File: config.mk
export PLATFORM = sky130hd
export DESIGN_NAME = boot_mailbox
export DESIGN_NICKNAME = d
export VERILOG_FILES = /design/src/rtl/boot_mbox_pkg.sv /design/src/rtl/mbox_ram.sv /design/src/rtl/mbox_regs.sv /design/src/rtl/mbox_release_fsm.sv /design/src/rtl/boot_mailbox.sv
export SDC_FILE = /design/constraint.sdc
export NUM_CORES = 2
export LEC_CHECK = 0
export ABC_AREA = 0
export ABC_CLOCK_PERIOD_IN_PS = 4800
export BUFFER_PORTS_ARGS = -buffer_cell sky130_fd_sc_hd__buf_2
export CORE_ASPECT_RATIO = 1.1
export CORE_MARGIN = 1.5
export CORE_UTILIZATION = 48
export DETAILED_ROUTE_END_ITERATION = 16
export MAX_ROUTING_LAYER = met4
export PLACE_DENSITY = 0.67
export SYNTH_ARGS = -nofsm -noshare
export SYNTH_HDL_FRONTEND = slang
export SYNTH_SLANG_ARGS = --single-unit
File: constraint.sdc
create_clock -name clk_i -period 4.8 [get_ports clk_i]
set_input_delay 0.48 -clock clk_i [delete_from_list [all_inputs] [get_ports clk_i]]
set_output_delay 0.48 -clock clk_i [all_outputs]
set_load 0.05 [all_outputs]
File: src/rtl/boot_mbox_pkg.sv
package boot_mbox_pkg;
  localparam int DW     = 16;
  localparam int FLAG_W = 8;
  localparam int SA_W   = 24;

  typedef enum logic [1:0] {
    S_INIT = 2'd0,
    S_WAIT = 2'd1,
    S_RUN  = 2'd2
  } mbox_state_e;
endpackage

File: src/rtl/mbox_ram.sv
module mbox_ram #(
  parameter int AW = 8,
  parameter int DW = 16
) (
  input  logic          clk_i,
  input  logic          we_i,
  input  logic          re_i,
  input  logic [AW-1:0] addr_i,
  input  logic [DW-1:0] wdata_i,
  output logic [DW-1:0] rdata_o
);
  localparam int DEPTH = 1 << AW;

  logic [DW-1:0] mem_q [DEPTH];

  // no reset: image survives warm reset
  always_ff @(posedge clk_i) begin
    if (we_i) mem_q[addr_i] <= wdata_i;
    if (re_i) rdata_o <= mem_q[addr_i];
  end
endmodule

File: src/rtl/mbox_regs.sv
module mbox_regs
  import boot_mbox_pkg::*;
#(
  parameter int AW      = 8,
  parameter int HI_ADDR = 'h60
) (
  input  logic          clk_i,
  input  logic          rst_ni,
  input  logic          open_i,
  input  logic          we_i,
  input  logic [AW-1:0] addr_i,
  input  logic [DW-1:0] wdata_i,
  output logic [DW-1:0] hi_o,
  output logic [DW-1:0] lo_o
);
  localparam logic [AW-1:0] HI_A = AW'(HI_ADDR);
  localparam logic [AW-1:0] LO_A = AW'(HI_ADDR + 1);

  logic hi_wr, lo_wr;
  assign hi_wr = open_i && we_i && (addr_i == HI_A);
  assign lo_wr = open_i && we_i && (addr_i == LO_A);

  always_ff @(posedge clk_i or negedge rst_ni) begin
    if (!rst_ni) begin
      hi_o <= '0;
      lo_o <= '0;
    end else begin
      if (hi_wr) hi_o <= wdata_i;
      if (lo_wr) lo_o <= wdata_i;
    end
  end


  locked_hold_chk: assert property (@(posedge clk_i) disable iff (!rst_ni)
    !open_i |=> ($stable(hi_o) && $stable(lo_o)));
endmodule

File: src/rtl/mbox_release_fsm.sv
module mbox_release_fsm
  import boot_mbox_pkg::*;
(
  input  logic            clk_i,
  input  logic            rst_ni,
  input  logic [DW-1:0]   hi_i,
  input  logic [DW-1:0]   lo_i,
  output logic            waiting_o,
  output logic            start_o,
  output logic [SA_W-1:0] start_addr_o
);
  mbox_state_e       state_q;
  logic [FLAG_W-1:0] flag;

  assign flag      = hi_i[DW-1:DW-FLAG_W];
  assign waiting_o = (state_q == S_WAIT);

  always_ff @(posedge clk_i or negedge rst_ni) begin
    if (!rst_ni) begin
      state_q      <= S_INIT;
      start_o      <= 1'b0;
      start_addr_o <= '0;
    end else begin
      start_o <= 1'b0;
      unique case (state_q)
        S_INIT: state_q <= S_WAIT;
        S_WAIT: if (flag != '0) begin
          state_q      <= S_RUN;
          start_o      <= 1'b1;
          start_addr_o <= {hi_i[DW-FLAG_W-1:0], lo_i};
        end
        default: state_q <= S_RUN;
      endcase
    end
  end


  start_pulse_chk: assert property (@(posedge clk_i) disable iff (!rst_ni)
    start_o |=> !start_o);

  flag_zero_hold_chk: assert property (@(posedge clk_i) disable iff (!rst_ni)
    (waiting_o && flag == '0) |=> !start_o);

  addr_stable_chk: assert property (@(posedge clk_i) disable iff (!rst_ni)
    (state_q == S_RUN && !start_o) |-> $stable(start_addr_o));
endmodule

File: src/rtl/boot_mailbox.sv
module boot_mailbox
  import boot_mbox_pkg::*;
#(
  parameter int AW      = 8,
  parameter int HI_ADDR = 'h60
) (
  input  logic            clk_i,
  input  logic            rst_ni,
  input  logic            host_we_i,
  input  logic            host_re_i,
  input  logic [AW-1:0]   host_addr_i,
  input  logic [DW-1:0]   host_wdata_i,
  output logic [DW-1:0]   host_rdata_o,
  output logic            ready_no_o,
  output logic            start_o,
  output logic [SA_W-1:0] start_addr_o
);
  localparam logic [AW-1:0] HI_A = AW'(HI_ADDR);
  localparam logic [AW-1:0] LO_A = AW'(HI_ADDR + 1);

  logic          waiting;
  logic [DW-1:0] hi, lo, ram_q, mbox_q;
  logic          mbox_sel_q;

  mbox_ram #(.AW(AW), .DW(DW)) u_ram (
    .clk_i  (clk_i),
    .we_i   (host_we_i),
    .re_i   (host_re_i),
    .addr_i (host_addr_i),
    .wdata_i(host_wdata_i),
    .rdata_o(ram_q)
  );

  mbox_regs #(.AW(AW), .HI_ADDR(HI_ADDR)) u_regs (
    .clk_i  (clk_i),
    .rst_ni (rst_ni),
    .open_i (waiting),
    .we_i   (host_we_i),
    .addr_i (host_addr_i),
    .wdata_i(host_wdata_i),
    .hi_o   (hi),
    .lo_o   (lo)
  );

  mbox_release_fsm u_fsm (
    .clk_i       (clk_i),
    .rst_ni      (rst_ni),
    .hi_i        (hi),
    .lo_i        (lo),
    .waiting_o   (waiting),
    .start_o     (start_o),
    .start_addr_o(start_addr_o)
  );

  always_ff @(posedge clk_i or negedge rst_ni) begin
    if (!rst_ni) begin
      mbox_sel_q <= 1'b0;
      mbox_q     <= '0;
    end else if (host_re_i) begin
      mbox_sel_q <= (host_addr_i == HI_A) || (host_addr_i == LO_A);
      mbox_q     <= (host_addr_i == HI_A) ? hi : lo;
    end
  end

  assign host_rdata_o = mbox_sel_q ? mbox_q : ram_q;
  assign ready_no_o   = !waiting;


  ready_after_start_chk: assert property (@(posedge clk_i) disable iff (!rst_ni)
    start_o |-> ready_no_o);
endmodule

=== Yosys cells after proc, flatten, opt, wreduce, memory -nomap -nowiden ===
Memory sizes are Yosys's and may differ from the RTL's. A register that Yosys moved wholly into a read port is not among the register bits.
Cells that the tools add are included.

* Memories: 1
* Bits of input ports: 28
* Output and inout port bits: 42
* Register bits after elaboration: 76
* Bits in writable memories: 4096

* Multiplexer cells: 8
* Reduce and logical (&&, ||, !) cells: 8
* Equal/unequal tests: 4

{| class="wikitable"
|+ Memory list
! name !! words !! width !! rd ports !! clocked after memory_dff !! wr ports !! line !! source
|-
| u_ram.mem_q || 256 || 16 || 1 || 1 || 1 || mbox_ram.sv:14 || <nowiki>logic [DW-1:0] mem_q [DEPTH];</nowiki>
|}

{| class="wikitable"
|+ Operator list
! operator !! number
|-
| $mux W16 || 2
|-
| $eq A8 B7 Y1 const B || 2
|-
| $reduce_bool A8 Y1 || 1
|-
| $mux W1 || 4
|-
| $pmux W2 S2 || 1
|-
| $logic_and A1 B1 Y1 || 3
|-
| $eq A2 B1 Y1 const B || 1
|-
| $logic_not A2 Y1 || 1
|-
| $mux W2 || 1
|-
| $ne A2 B1 Y1 const B || 1
|-
| $reduce_and A2 Y1 || 1
|-
| $logic_not A1 Y1 || 1
|-
| $logic_or A1 B1 Y1 || 1
|}

=== Longest topological paths before layout ===
* Depth in word-level cells: 3
* Gate-level depth with buffers: 10

=== Cells and area by module ===
From an unflattened synthesis, not the netlist that was laid out.

* Cell total of the unflattened synthesis: 6970
* Area total of the unflattened synthesis: 159168.9 um2

{| class="wikitable"
|+ By module, submodules not included
! module !! cells each !! area an instance (um2) !! instances
|-
| mbox_ram || 6727 || 155559.2 || 1
|-
| mbox_regs || 70 || 1340.0 || 1
|-
| boot_mailbox || 113 || 1144.8 || 1
|-
| mbox_release_fsm || 60 || 1124.8 || 1
|}

=== Worst setup path before layout ===
Ideal clock, no wire load.

* Kind: input port to flip-flop
* Start point: input port host_addr_i[1]
* End point: memory u_ram.mem_q[146][0], enable pin
* Stages: 7
* Arrival: 2.753 ns
* Setup slack: 1.638 ns
* Path buffers: 5
* Setup time: 0.409 ns
* Required time: 4.391 ns
* Cells stage by stage: buf_2 buf_2 buf_2 buf_1 nand2b_1 clkbuf_1 nor3_1

{| class="wikitable"
|+ RTL lines
! item !! line !! source
|-
| start: declaration || boot_mailbox.sv:11 || <nowiki>input logic [AW-1:0] host_addr_i,</nowiki>
|-
| end: declaration || mbox_ram.sv:14 ||
|}

No word-level cell before the write port.

==> metrics.md <==
| Metric | Value |
|---|---|
| Pwr Density | 417 mW/mm2 |
| Delay-heaviest family, CP | compound AO/OA/AOI/OAI gates |
| Flop2flop setup slack | approximately 1.6 ns |
| Setup Buffers After CTS | 0 |
| Syn_nets | 6976 |
| DR vias | 77900 |
| Area of the multi-input gates | about 0.032 mm2 |
| Setup CP Type | input pin to register |
| Core ar. | 0.329 mm2 |
| Avg Vias per Cell | roughly 6.3 |
| Overflow after GRT | 0 |
| Crit path max fanout | 62 |
| # fillers | ~24000 |
| CTS-repair resized insts | 0 |
| Clock skew | 0.0460 ns |
| DRC | 0 |
| Critical-path cell list | buf_12 > buf_12 > buf_4 > mux4_2 > a22oi_1 > a21oi_1 > o41ai_1 > buf_4 > nand4_1 |
| Reg2reg start | u_ram.mem_q[91][12]$_DFFE_PP_ |
| Vias in the first global route | approximately 78000 |
| First-pass GRT wire length | 576 mm |
| Final hold violation count | 0 |
| Fmax | 255 MHz |
| Post-synth top area share | 0.779 |
| Synth Warn # | 0 |
| Io pins | 70 |
| Critical Path Slowest Stage Cell | o41ai_1 |
| Worst R2R End | u_ram.rdata_o[12]$_DFFE_PP_ |
| Worst setup endpoint | u_ram.rdata_o[12]$_DFFE_PP_ |
| Worst hold start | host_wdata_i[7] |
| Initial detailed-routing violation count | 10500 |
| Final cell count without fillers | 12300 |
| Detailed Place HPWL | 240 mm |
| Largest cells by area after synthesis | edfxtp_1 78%, mux4_2 15%, a22oi_1 2.4% |
| Seq. cell area | 0.125 mm2 |
| Worst-Margin Slew | 1.41 ns |
| CP arrival | roughly 4.6 ns |
| Reg2reg path depth | 6 |
| Worst skew pair latency | 0.92 ns |
| Dpl cell area | 0.168 mm2 |
| Detail Route Antenna Nets | 0 |
| Total leakage power | 57.0 nW |
| Tcrit/Tclk final | 0.816 |
| Total power | 0.0758 W |
| Syn Area/Cell | 22.8 um2 |
| Detailed Route WL | 405 mm |
| CP startpoint kind | input pin |
| CTS sink count | 4188 |
| Maximum clock path buffer count | 4 |
| Netlist cell types | 27 |
| Critical Path Stages | 9 |
| EDFF count, synth | 4112 |
| CTS Buf Count | 395 |
| Seq/Total Area, Yosys | 0.791 |
| Antenna violations before repair | 18 |
| Ys async rst share | 0.0181 |
| Slew margin rel. | 0.0494 |
| Largest net degree at the start of global routing | 159 |
| Initial Util | 0.482 |
| Clk pin slew, worst setup/hold paths | 0.06 ns |
| Root buffer cell | clkbuf_16 |
| Worst VDD drop | 0.322 mV |
| Pins over their slew limit | 0 |
| RePlAce Congestion | 0.857 |
| Crit path capture type | register |
| Util after Layout | 0.552 |
| Outcome | finished clean |
| CP Launch Point | host_addr_i[0] |
| CTS tree | yes |
| Hold-fix buffers at CTS | 5 |
| # port buffers | 69 |
| Synth top cells by count | 4112 x edfxtp_1, 1024 x mux4_2, 512 x a22oi_1, 272 x a21oi_1, 251 x clkbuf_1 |
| Worst EP required | 5.44 ns |
| Area grow syn2layout | 14.6% |
| Placed cell count | 11500 |
| Max_cap viols | 0 |
| Mapped Cells | 6948 |
| Standard-cell rows | 221 |
| H-Tree Depth | 5 |
| Post-layout min period | 3.92 ns |
| Cell Area, Synth | 0.159 mm2 |
| Top FF cell, synth | edfxtp_1 |
| RSZ-0062 raised after global routing | false |
| Die Y | 606 um |
| Critical Path Max Stage Delay | 1.20 ns |
| Routed WL per cell | around 33 um |
| Die area | about 0.33 mm2 |
| Die W | 551 um |
| Synthesized flop and latch total | between 4000 and 5000 |
| Hold Crit Class | input pin to register |
| Total iterations of the first detailed-routing run | 6 |
| Fin nets | 7615 |
| Final instance area | around 0.18 mm2 |
| Final setup fails | 0 |
| Yosys top cell by area | edfxtp_1 |
| Buffers plus inverters on the worst setup path | 4 |
| Share of cells above drive strength 1 | 0.307 |
| Count leader, synth | edfxtp_1 |
| GRT Total Usage | 0.249 |
## state kept, by name (all words and copies together) (netlist names)
register and count:
u_ram.mem_q 4096, u_ram.rdata_o 16, u_regs.lo_o 16, u_fsm.start_o 1, u_regs.hi_o 16, mbox_sel_q 1
mbox_q 16, u_fsm.state_q 2, u_fsm.start_addr_o 24
## layout make-up
cell class / instances / share of cell area
well taps: 4348 / 0.0299
diodes: 9 / 0.000124
multi-input cells: 2326 / 0.175
repair buffers: 674 / 0.0325
flip-flops and latches: 4188 / 0.690
clock inverters: 249 / 0.0152
clock buffers: 466 / 0.0570
inverters: 2 / 0.0000413
## worst register-to-register path: stages (launching register included)
cell and delay (ns):
edfxtp_1 0.38, mux4_2 0.48, a22oi_1 0.28, a21oi_1 0.28, o41ai_1 1.18, buf_4 0.27
nand4_1 0.13
## metal layers
layer	global-route usage	wire [um]	vias to the layer above
met5	-	0	-
met1	0.333	155000	42000
met3	0.0418	36000	592
met4	0.0854	15600	0
li1	-	-	31100
met2	0.392	199000	4185
## stage by stage
step | setup slack [ns] | TNS (ns) | hold WS (ns)
finish | 0.883 | 0 | 0.0442
global route | 0.886 | 0 | 0.0621
CTS | 0.870 | 0 | 0.0304
detailed placement | -0.110 | -0.110 | 0.491
global placement | -0.151 | -0.284 | 0.485
floorplan | 1.64 | 0 | 0.184
## worst min-delay path by stage
| stage | endpoint | slack, ns | cells after the start |
|---|---|---|---|
| finish | u_ram.mem_q[99][7]$_DFFE_PP_ | 0.04 | 1 |
| CTS | u_ram.mem_q[99][7]$_DFFE_PP_ | 0.03 | 1 |
| global placement | u_fsm.start_addr_o[23]$_DFFE_PN0P_ | 0.48 | 1 |
| detailed placement | u_fsm.start_addr_o[19]$_DFFE_PN0P_ | 0.49 | 1 |
| floorplan | mbox_q[0]$_DFFE_PN0P_ | 0.18 | 0 |
| global route | u_ram.mem_q[246][12]$_DFFE_PP_ | 0.06 | 1 |
## logic make-up (layout without fill, tap and decap cells)
logic type	count (synthesis)	count (layout)	synth area share
AOI/OAI and AO/OA	848	848	0.0364
and+or+nand+nor	365	365	0.00969
DFF	4188	4188	0.791
buffers and inverters	434	1391	0.0117
muxes	1113	1113	0.152
other	0	9	0
## report_power, final
part	leakage [nW]	internal, W	switching (W)
Sequential	38.0	0.0403	0.0000736
Combinational	12.6	0.00124	0.00235
Clock	6.41	0.0185	0.0133
Total	57.0	0.0600	0.0158
## cells in the final DEF (no fill, tap or decap), types with 5 or more instances in the layout
master,n
nor2_2,5
dfrtp_1,76
bufinv_16,58
nor2_1,242
edfxtp_1,4112
a22oi_1,512
clkinv_4,5
a21oi_1,272
buf_12,66
dlygate4sd3_1,5
mux2i_1,16
o41ai_1,38
nand2_1,28
nor3_2,31
clkinv_1,72
nand3_1,7
clkinv_2,81
buf_4,536
nand3_2,6
buf_8,17
clkbuf_16,405
inv_6,8
clkbuf_1,61
nand4_1,17
buf_2,50
o41ai_2,26
diode_2,9
mux4_2,1024
clkinvlp_4,18
mux2_2,73
nand2b_1,6
Note: power is estimated with default switching activity, not from simulation.
